===== src/rtl/fpperm_pkg.sv =====
package fpperm_pkg;

  typedef enum logic [2:0] {
    FK_NONE   = 3'd0,
    FK_DIS    = 3'd1,
    FK_SUP    = 3'd2,
    FK_HYP    = 3'd3,
    FK_MON    = 3'd4,
    FK_UNDSYN = 3'd5
  } faultKind_e;

  typedef enum logic [2:0] {
    SEL_NONE,
    SEL_DIS,
    SEL_T64_EL1,
    SEL_T64_EL2,
    SEL_T64_EL3,
    SEL_HYP32,
    SEL_UND32
  } faultSel_e;

  // strobes from control to datapath
  typedef struct packed {
    faultSel_e   sel;
    logic        simd;
    logic [1:0]  lvl;
  } permStrb_t;

endpackage


===== src/rtl/fpperm_ctrl.sv =====
module fpperm_ctrl
  import fpperm_pkg::*;
(
  input  logic [1:0] curLvl,
  input  logic       nonSecure,
  input  logic       el1Is64,
  input  logic       el2Is64,
  input  logic       el3Is64,
  input  logic       hasVirt,
  input  logic       hasSec,
  input  logic [1:0] fpEnField,
  input  logic [1:0] cpacrCp10,
  input  logic       cpacrSimdDis,
  input  logic       nsCp10Grant,
  input  logic       nsSimdDis,
  input  logic       hypCp10Trap,
  input  logic       hypSimdTrap,
  input  logic       cptr2Tfp,
  input  logic       cptr3Tfp,
  input  logic       fpexcEn,
  input  logic       reqSimd,
  input  logic       reqFpEnChk,
  input  logic       reqSysReg,
  input  logic       reqStatusReg,
  output permStrb_t  strb
);

  logic       privLvl;
  logic       sysOther;
  logic       sysUnpriv;
  logic       effChk;
  logic       path64;
  logic       nsOverride;
  logic       effSimdDis;
  logic [1:0] effCp10;
  logic       cp10Ok;
  logic       t64El2Hit;
  logic       t64El3Hit;
  logic       hypSimdEff;
  logic       hypCp10Eff;
  logic       hypFire;
  logic       notHypLvl;

  assign privLvl    = (curLvl != 2'd0);
  assign sysOther   = reqSysReg && !reqStatusReg;
  assign sysUnpriv  = sysOther && !privLvl;
  assign effChk     = reqSysReg ? reqStatusReg : reqFpEnChk;
  assign path64     = (curLvl == 2'd0) && el1Is64;
  assign notHypLvl  = (curLvl != 2'd2);

  // non-secure rewrite of the effective enables
  assign nsOverride = hasSec && !el3Is64 && nonSecure;
  assign effSimdDis = cpacrSimdDis || (nsOverride && nsSimdDis);
  assign effCp10    = (nsOverride && !nsCp10Grant) ? 2'b00 : cpacrCp10;
  assign cp10Ok     = (curLvl == 2'd0) ? (effCp10 == 2'b11) : effCp10[0];

  // upper-level 64-bit trap bits
  assign t64El2Hit  = hasVirt && (curLvl <= 2'd2) && cptr2Tfp;
  assign t64El3Hit  = hasSec && cptr3Tfp;

  // 32-bit hypervisor trap bits with forced view
  assign hypSimdEff = hypSimdTrap || (nsOverride && nsSimdDis);
  assign hypCp10Eff = hypCp10Trap || (nsOverride && !nsCp10Grant);
  assign hypFire    = (reqSimd && hypSimdEff) || hypCp10Eff;

  always_comb begin
    strb.sel  = SEL_NONE;
    strb.simd = reqSimd;
    strb.lvl  = curLvl;
    if (sysUnpriv) begin
      strb.sel = SEL_DIS;
    end else if (path64) begin
      if (fpEnField != 2'b11)  strb.sel = SEL_T64_EL1;
      else if (t64El2Hit)      strb.sel = SEL_T64_EL2;
      else if (t64El3Hit)      strb.sel = SEL_T64_EL3;
    end else if (notHypLvl && reqSimd && effSimdDis) begin
      strb.sel = SEL_DIS;
    end else if (notHypLvl && !cp10Ok) begin
      strb.sel = SEL_DIS;
    end else if (effChk && !fpexcEn) begin
      strb.sel = SEL_DIS;
    end else if (hasVirt && nonSecure && el2Is64) begin
      if (t64El2Hit)           strb.sel = SEL_T64_EL2;
      else if (t64El3Hit)      strb.sel = SEL_T64_EL3;
    end else if (hasVirt && nonSecure && hypFire) begin
      strb.sel = (curLvl == 2'd2) ? SEL_UND32 : SEL_HYP32;
    end else if (hasSec && el3Is64 && cptr3Tfp) begin
      strb.sel = SEL_T64_EL3;
    end
  end

  // an unprivileged access to a non-status FP register never passes
  always_comb begin
    if (sysUnpriv)
      p_sysreg_unpriv_r10: assert (strb.sel == SEL_DIS)
        else $error("unprivileged system register access not refused");
  end

  // 64-bit route at level 0 with an incomplete enable goes to level 1
  always_comb begin
    if (!sysUnpriv && path64 && fpEnField != 2'b11)
      p_el0_enable_r1: assert (strb.sel == SEL_T64_EL1)
        else $error("level-0 64-bit enable failure not trapped to level 1");
  end

endmodule


===== src/rtl/fpperm_dp.sv =====
module fpperm_dp
  import fpperm_pkg::*;
#(
  parameter int          SYN_W     = 25,
  parameter int          CLS_W     = 6,
  parameter logic [5:0]  CLS_FP    = 6'h07,
  parameter logic [5:0]  CLS_HYPCP = 6'h07
) (
  input  permStrb_t          strb,
  output logic               faultValid,
  output logic [2:0]         faultKind,
  output logic [1:0]         faultLvl,
  output logic [CLS_W-1:0]   excClass,
  output logic [SYN_W-1:0]   syndrome
);

  localparam logic [SYN_W-1:0] SYN_T64  = SYN_W'(32'h01E0_0000);
  localparam logic [SYN_W-1:0] SYN_VEC  = SYN_W'(32'h20);
  localparam logic [SYN_W-1:0] SYN_CP10 = SYN_W'(32'h0A);

  faultKind_e       kind;
  logic [SYN_W-1:0] hypSyn;
  logic [1:0]       disLvl;

  assign hypSyn = strb.simd ? SYN_VEC : SYN_CP10;
  assign disLvl = (strb.lvl[1] == 1'b0) ? 2'd1 : strb.lvl;

  always_comb begin
    kind     = FK_NONE;
    faultLvl = 2'd0;
    excClass = '0;
    syndrome = '0;
    unique case (strb.sel)
      SEL_DIS: begin
        kind     = FK_DIS;
        faultLvl = disLvl;
      end
      SEL_T64_EL1: begin
        kind     = FK_SUP;
        faultLvl = 2'd1;
        excClass = CLS_W'(CLS_FP);
        syndrome = SYN_T64;
      end
      SEL_T64_EL2: begin
        kind     = FK_HYP;
        faultLvl = 2'd2;
        excClass = CLS_W'(CLS_FP);
        syndrome = SYN_T64;
      end
      SEL_T64_EL3: begin
        kind     = FK_MON;
        faultLvl = 2'd3;
        excClass = CLS_W'(CLS_FP);
        syndrome = SYN_T64;
      end
      SEL_HYP32: begin
        kind     = FK_HYP;
        faultLvl = 2'd2;
        excClass = CLS_W'(CLS_HYPCP);
        syndrome = hypSyn;
      end
      SEL_UND32: begin
        kind     = FK_UNDSYN;
        faultLvl = 2'd2;
        excClass = CLS_W'(CLS_HYPCP);
        syndrome = hypSyn;
      end
      default: ;
    endcase
  end

  assign faultKind  = kind;
  assign faultValid = (kind != FK_NONE);

  // a hypervisor-kind fault always lands at level 2
  always_comb begin
    if (strb.sel == SEL_HYP32 || strb.sel == SEL_UND32)
      p_hyp_target_r8: assert (faultLvl == 2'd2 && (syndrome == SYN_VEC || syndrome == SYN_CP10))
        else $error("32-bit hypervisor trap mis-encoded");
  end

endmodule


===== src/rtl/fp_simd_perm_check.sv =====
module fp_simd_perm_check
  import fpperm_pkg::*;
#(
  parameter int         SYN_W     = 25,
  parameter int         CLS_W     = 6,
  parameter logic [5:0] CLS_FP    = 6'h07,
  parameter logic [5:0] CLS_HYPCP = 6'h07
) (
  input  logic [1:0]       curLvl,
  input  logic             nonSecure,
  input  logic             el1Is64,
  input  logic             el2Is64,
  input  logic             el3Is64,
  input  logic             hasVirt,
  input  logic             hasSec,
  input  logic [1:0]       fpEnField,
  input  logic [1:0]       cpacrCp10,
  input  logic             cpacrSimdDis,
  input  logic             nsCp10Grant,
  input  logic             nsSimdDis,
  input  logic             hypCp10Trap,
  input  logic             hypSimdTrap,
  input  logic             cptr2Tfp,
  input  logic             cptr3Tfp,
  input  logic             fpexcEn,
  input  logic             reqSimd,
  input  logic             reqFpEnChk,
  input  logic             reqSysReg,
  input  logic             reqStatusReg,
  output logic             faultValid,
  output logic [2:0]       faultKind,
  output logic [1:0]       faultLvl,
  output logic [CLS_W-1:0] excClass,
  output logic [SYN_W-1:0] syndrome
);

  permStrb_t strb;

  fpperm_ctrl u_ctrl (
    .curLvl      (curLvl),
    .nonSecure   (nonSecure),
    .el1Is64     (el1Is64),
    .el2Is64     (el2Is64),
    .el3Is64     (el3Is64),
    .hasVirt     (hasVirt),
    .hasSec      (hasSec),
    .fpEnField   (fpEnField),
    .cpacrCp10   (cpacrCp10),
    .cpacrSimdDis(cpacrSimdDis),
    .nsCp10Grant (nsCp10Grant),
    .nsSimdDis   (nsSimdDis),
    .hypCp10Trap (hypCp10Trap),
    .hypSimdTrap (hypSimdTrap),
    .cptr2Tfp    (cptr2Tfp),
    .cptr3Tfp    (cptr3Tfp),
    .fpexcEn     (fpexcEn),
    .reqSimd     (reqSimd),
    .reqFpEnChk  (reqFpEnChk),
    .reqSysReg   (reqSysReg),
    .reqStatusReg(reqStatusReg),
    .strb        (strb)
  );

  fpperm_dp #(
    .SYN_W    (SYN_W),
    .CLS_W    (CLS_W),
    .CLS_FP   (CLS_FP),
    .CLS_HYPCP(CLS_HYPCP)
  ) u_dp (
    .strb      (strb),
    .faultValid(faultValid),
    .faultKind (faultKind),
    .faultLvl  (faultLvl),
    .excClass  (excClass),
    .syndrome  (syndrome)
  );

  // no fault means quiet outputs
  always_comb begin
    if (!faultValid)
      p_quiet_none_r3: assert (faultKind == 3'd0 && faultLvl == 2'd0 && syndrome == '0)
        else $error("no-fault outputs not zero");
  end

  // a 32-bit request with the unit check on and the unit off is refused
  always_comb begin
    if (curLvl != 2'd0 && !reqSysReg && reqFpEnChk && !fpexcEn)
      p_unit_off_r6: assert (faultValid && faultKind == 3'd1)
        else $error("unit-enable failure not reported as disabled");
  end

  // 64-bit upper-level traps carry the fixed syndrome
  always_comb begin
    if (faultKind == 3'd2 || faultKind == 3'd4)
      p_t64_syndrome_r2: assert (syndrome == SYN_W'(32'h01E0_0000))
        else $error("64-bit trap syndrome wrong");
  end

endmodule


===== config.mk =====
export PLATFORM = sky130hd
export DESIGN_NAME = fp_simd_perm_check
export DESIGN_NICKNAME = d
export VERILOG_FILES = /design/src/rtl/fpperm_pkg.sv /design/src/rtl/fpperm_ctrl.sv /design/src/rtl/fpperm_dp.sv /design/src/rtl/fp_simd_perm_check.sv
export SDC_FILE = /design/constraint.sdc
export NUM_CORES = 1
export LEC_CHECK = 0
export ABC_AREA = 1
export BUFFER_PORTS_ARGS = -buffer_cell sky130_fd_sc_hd__buf_4
export CAP_MARGIN = 20
export CORE_MARGIN = 8
export CORE_UTILIZATION = 39
export DETAILED_ROUTE_END_ITERATION = 6
export PLACE_DENSITY_LB_ADDON = 0.3
export SYNTH_ARGS = -nofsm -noshare
export SYNTH_HDL_FRONTEND = slang
export SYNTH_SLANG_ARGS = --single-unit

===== constraint.sdc =====
create_clock -name vclk -period 1.83
set_input_delay 0.366 -clock vclk [all_inputs]
set_output_delay 0.366 -clock vclk [all_outputs]
set_load 0.01 [all_outputs]

---- After elaboration in Yosys (flattened, before gate mapping) ----
Index checks and enable logic that the tools add are counted.
operators by class
  $lt $le $gt $ge ......................... 1
  equality and inequality tests ........... 10
  multiplexer cells ....................... 21
  reductions and logical operators ........ 38
operators with widths
  operator              number
  $pmux W25 S2          1
  $mux W3               12
  $logic_and A1 B1 Y1   20
  $pmux W3 S5           1
  $eq A3 B3 Y1 const B  3
  $pmux W2 S4           1
  $eq A3 B2 Y1 const B  2
  $logic_not A1 Y1      6
  $mux W2               3
  $mux W6               1
  $reduce_or A3 Y1      2
  $reduce_or A5 Y1      1
  $eq A2 B2 Y1 const B  2
  $logic_or A1 B1 Y1    4
  $ne A2 B2 Y1 const B  2
  $reduce_or A2 Y1      2
  $eq A3 B1 Y1 const B  1
  $reduce_bool A3 Y1    1
  $le A2 B2 Y1 const B  1
  $logic_not A2 Y1      1
  $mux W1               2
  $reduce_bool A2 Y1    1
storage, ports and cells
  register bits ........................... 0
  bits of input ports ..................... 24
  output and inout bits ................... 37
  word-level logic and storage cells ...... 70

---- Logic depth before layout (Yosys ltp) ----
  depth after elaboration ................. 19
  mapped depth ............................ 14
  mapped depth without buffers ............ 13

---- Hierarchy ----
A second synthesis with hierarchy kept.
unflattened totals
  cells, all modules ...................... 130
  area, all modules ....................... 699.4 µm²
modules (own cells, without submodules)
  module       times used  cells an instance  area each (µm²)  seq. area each (µm²)
  fpperm_dp    1           61                 354.1            0.0
  fpperm_ctrl  1           69                 345.3            0.0

---- Worst setup path before layout ----
Ideal clock, no wire load.
  path kind ............................... input to output
  start ................................... input port el3Is64
  end ..................................... output port syndrome[3]
  data arrival time ....................... 1,509 ps
  required time ........................... 1,464 ps
  setup slack ............................. -45 ps
  stages .................................. 14
  path buffers ............................ 1
  cell sequence ........................... inv_1 -> nand4_1 -> nand2_1 -> nand2_1 -> nand2_1 -> nand3_1 -> nand2_1 -> nand2_1 -> nand2_1 -> nand2_4 -> inv_2 -> o21ai_2 -> nor2_1 -> buf_4
on the way
  longest elaborated chain between the ends .. 18
  elaborated cells between the ends (all ways) .. 35
  those cells by class .................... eq/ne: 6; mux: 11; reduce/logical: 18
RTL lines
  item                                                                   RTL line                              text
  from (decl)                                                            fp_simd_perm_check.sv:13              input logic el3Is64,
  $logic_not A1 Y1                                                       fpperm_ctrl.sv:52                     assign nsOverride = hasSec && !el3Is64 && nonSecure;
  $logic_and A1 B1 Y1 (2 in series)                                      fpperm_ctrl.sv:52
  $logic_and A1 B1 Y1                                                    fpperm_ctrl.sv:53, fpperm_ctrl.sv:62
  $logic_or A1 B1 Y1                                                     fpperm_ctrl.sv:62                     assign hypSimdEff = hypSimdTrap || (nsOverride && nsSimdDis);
  $logic_and A1 B1 Y1                                                    fpperm_ctrl.sv:64                     assign hypFire = (reqSimd && hypSimdEff) || hypCp10Eff;
  $logic_or A1 B1 Y1                                                     fpperm_ctrl.sv:64
  $logic_and A1 B1 Y1                                                    fpperm_ctrl.sv:85                     end else if (hasVirt && nonSecure && hypFire) begin
  $mux W3                                                                fpperm_ctrl.sv:85
  $mux W3                                                                fpperm_ctrl.sv:82                     end else if (hasVirt && nonSecure && el2Is64) begin
  $mux W3                                                                fpperm_ctrl.sv:80                     end else if (effChk && !fpexcEn) begin
  $mux W3                                                                fpperm_ctrl.sv:78                     end else if (notHypLvl && !cp10Ok) begin
  $mux W3 (*)                                                            fpperm_ctrl.sv:76                     end else if (notHypLvl && reqSimd && effSimdDis) begin
  $mux W3 (*)                                                            fpperm_ctrl.sv:72                     end else if (path64) begin
  $mux W3 (*)                                                            fpperm_ctrl.sv:70                     if (sysUnpriv) begin
  $eq A3 B2 Y1 (tied with other cells)                                   fpperm_dp.sv:33                       unique case (strb.sel)
  $reduce_or A3 Y1 (no line) / $reduce_or A2 Y1 (equally long branches)  -
  $pmux W25 S2 (*)                                                       fpperm_dp.sv:33
  to (decl)                                                              fp_simd_perm_check.sv:34              output logic [SYN_W-1:0] syndrome
Mark *: on every way between the ends. The rest lies on a longest branch, timed or not.

---- Final worst setup path ----
  start ................................... input port el3Is64
  end ..................................... output port faultKind[2]
on the way
  longest elaborated chain between the ends .. 18
  elaborated cells between the ends (all ways) .. 35
  those cells by class .................... eq/ne: 7; mux: 11; reduce/logical: 17
RTL lines
  item                                                 RTL line                              text
  $logic_not A1 Y1                                     fpperm_ctrl.sv:52
  $logic_and A1 B1 Y1 (2 in series)                    fpperm_ctrl.sv:52
  $logic_and A1 B1 Y1                                  fpperm_ctrl.sv:53, fpperm_ctrl.sv:62
  $logic_or A1 B1 Y1                                   fpperm_ctrl.sv:62
  $logic_and A1 B1 Y1                                  fpperm_ctrl.sv:64
  $logic_or A1 B1 Y1                                   fpperm_ctrl.sv:64
  $logic_and A1 B1 Y1                                  fpperm_ctrl.sv:85
  $mux W3                                              fpperm_ctrl.sv:85
  $mux W3                                              fpperm_ctrl.sv:82
  $mux W3                                              fpperm_ctrl.sv:80
  $mux W3                                              fpperm_ctrl.sv:78
  $mux W3 (*)                                          fpperm_ctrl.sv:76
  $mux W3 (*)                                          fpperm_ctrl.sv:72
  $mux W3 (*)                                          fpperm_ctrl.sv:70
  $eq A3 B2 Y1 / $eq A3 B3 Y1 (equally long branches)  -
  $reduce_or A2 Y1 (no line)                           -
  $pmux W3 S5 (*)                                      fpperm_dp.sv:33
  to (decl)                                            fp_simd_perm_check.sv:31              output logic [2:0] faultKind,
Marked as above.

==> results.py <==
metrics = {
    "floorplanning": {
        "die_w_um": 56.21,
        "die_h_um": 56.21,
        "start_util_pct": 41.86,
        "die-area_sq_um": 3160,
        "coreArea_sq_um": 1506,
        "io_pins": 61,
        "std_cell_rows": 14,
    },
    "synthesis": {
        "synth_area_per_cell_sq_um": 5.532,
        "yosys.cell_types.count": 20,
        "synth_common_cells": "buf_4, nand2_1, nand3_1",
        "ys_warn_count": 0,
        "syn-cell-area_sq_um": 630.6,
        "synth_cells": 114,
        "yosysSeqAreaShare_pct": 0,
        "synth_top_area_share_pct": 32.14,
        "yosysTopAreaCell": "buf_4",
        "synth_area_leaders": "buf_4, nand2_1, nand3_1",
    },
    "pwr": {
        "ir_drop_v": 0.0001318,
        "power_mw": 0.3141,
        "power.density_nw_per_um2": 303.6,
        "p_leak_nw": 0.6119,
    },
    "finish": {
        "fillCellCount": 145,
        "seq_cell_count": 0,
        "fin_util_pct": 68.69,
        "final-seq-area_sq_um": 0,
        "antenna_cells": 0,
        "n_clock_buffer": 0,
        "multi_input_area_sq_um": 500.5,
        "final_nets": 184,
        "areaGrowthSynthToFinish_pct": 64.09,
        "drive_above_1_share_pct": 51.90,
    },
    "sta": {
        "fin_crit_sh_pct": 110.0,
        "rsz0062_at_grt": "true",
        "fin_crit_ns": 2.014,
        "finalHoldViolations": 0,
        "whs_ns": 1.014,
        "setup_viol": 16,
        "slew_violations": 0,
        "fmax_mhz": 496.6,
        "fin_setup_tns_ns": -2.190,
        "worst_slack_ns": -0.1839,
    },
    "global_routing": {
        "grt_pass1_vias": 745,
        "grt_util_all_layers_pct": 10.55,
        "grt_antenna_before_repair": 0,
        "grt_max_degree": 9,
        "grt_pass1_wl_um": 3056,
        "grt.overflow.total": 0,
    },
    "critical_path": {
        "critPathRequiredTime_ns": 1.46,
        "cp_common_cell": "buf_4",
        "worst-path-max-fanout": 8,
        "crit_path_end_kind": "primary output",
        "crit_type": "input port to primary output",
        "critical_path.cell_chain": "buf_8, inv_2, nand4_1, buf_4, a21oi_2, nor2_2, nand2_1, nand2_2, nand2_4, nor2_4, buf_4, buf_6, buf_4",
        "startpoint_type": "input port",
        "crit_arrival_ns": 1.65,
        "slowest_stage": "buf_4",
        "critical_path.max_stage_delay_ns": 0.16,
    },
    "drt": {
        "ant_nets": 0,
        "vias": 757,
        "drt-initial-drc-count": 8,
        "detail_route.first_pass.iterations": 4,
        "route.detailed.vias_per_inst": 4.351,
        "wl_um": 1972,
        "drc": 0,
        "post_drt_wl_per_cell_um": 11.33,
    },
    "placed_design": {
        "place.gp.congestion": 0.8290,
        "place_ws_ns": -0.2063,
        "dpl.hpwl_um": 1642,
        "numPortBuffers": 40,
    },
    "worst_hold_path": {
        "hold_path.class": "input port to primary output",
    },
    "clock_network": {
        "cts_hold_buf": 0,
    },
    "run_status": {
        "violations": "negative setup slack",
        "status": "finished, violations left",
    },
    "flow_run": {
        "cap_viol_max_count": 0,
    },
}
==> layout make-up <==
| type | instances | share of cell area, % |
|---|---|---|
| Inverter | 16 | 6.167 |
| Multi-Input combinational cell | 91 | 48.37 |
| Tap cell | 16 | 1.935 |
| Timing Repair Buffer | 51 | 43.53 |
==> cell families (layout without fill, tap and decap cells) <==
group	after synthesis	count (layout)	synth area share (%)
AND/OR/NAND/NOR	59	59	46.63
buffers and inverters	43	67	41.67
other	1	21	0.5947
AO/OA/AOI/OAI	11	11	11.11
==> path summary, 6_finish.rpt <==
kind,startpoint,endpoint,slack [ns],cells past startpoint
worst min-delay path,reqSimd,syndrome[3],1.01,3
worst max-delay path,el3Is64,faultKind[2],-0.18,13
==> stage by stage <==
stage	instance area (sq um)	instances
floorplan	710.7	134
global placement	880.8	170
detailed placement	880.8	170
CTS	957.2	170
global route	1035	174
finish	1035	174
==> layout by cell type, fill, tap and decap left out, types with 4 or more instances in the layout <==
master    n
buf_4    36
nand3_1  10
conb_1   21
a21oi_1   4
nand2_2   8
nand2_1  21
inv_2     5
nand2_4   5
nor2_4    4
inv_1     9
buf_6    12
nor2_1    5
==> timing repair <==
item / CTS / global route
endpoints found under the hold margin: 0 / 0
setup endpoints to repair: 16 / 16
resized for setup: 22 / 12
setup buffers: 0 / 4
pin swaps: 3 / 9
==> power by group <==
part | internal, mW | total, mW | switching (mW)
Sequential | 0 | 0 | 0
Clock | 0 | 0 | 0
Combinational | 0.155 | 0.314 | 0.159
Total | 0.155 | 0.314 | 0.159
==> worst max-delay path: cells and delay by family <==
family                 cells  cell delay [ns]
AOI/OAI and AO/OA          1             0.14
and+or+nand+nor            6             0.48
buffers and inverters      6             0.65
==> routing by layer <==
layer / global-route usage, % / part of all wire [%]
met3: 2.740 / 7.7
met4: 0.6873 / 0
met1: 10.97 / 36
met5: 0 / 0
met2: 20.92 / 57
(Power assumes the default switching activity.)
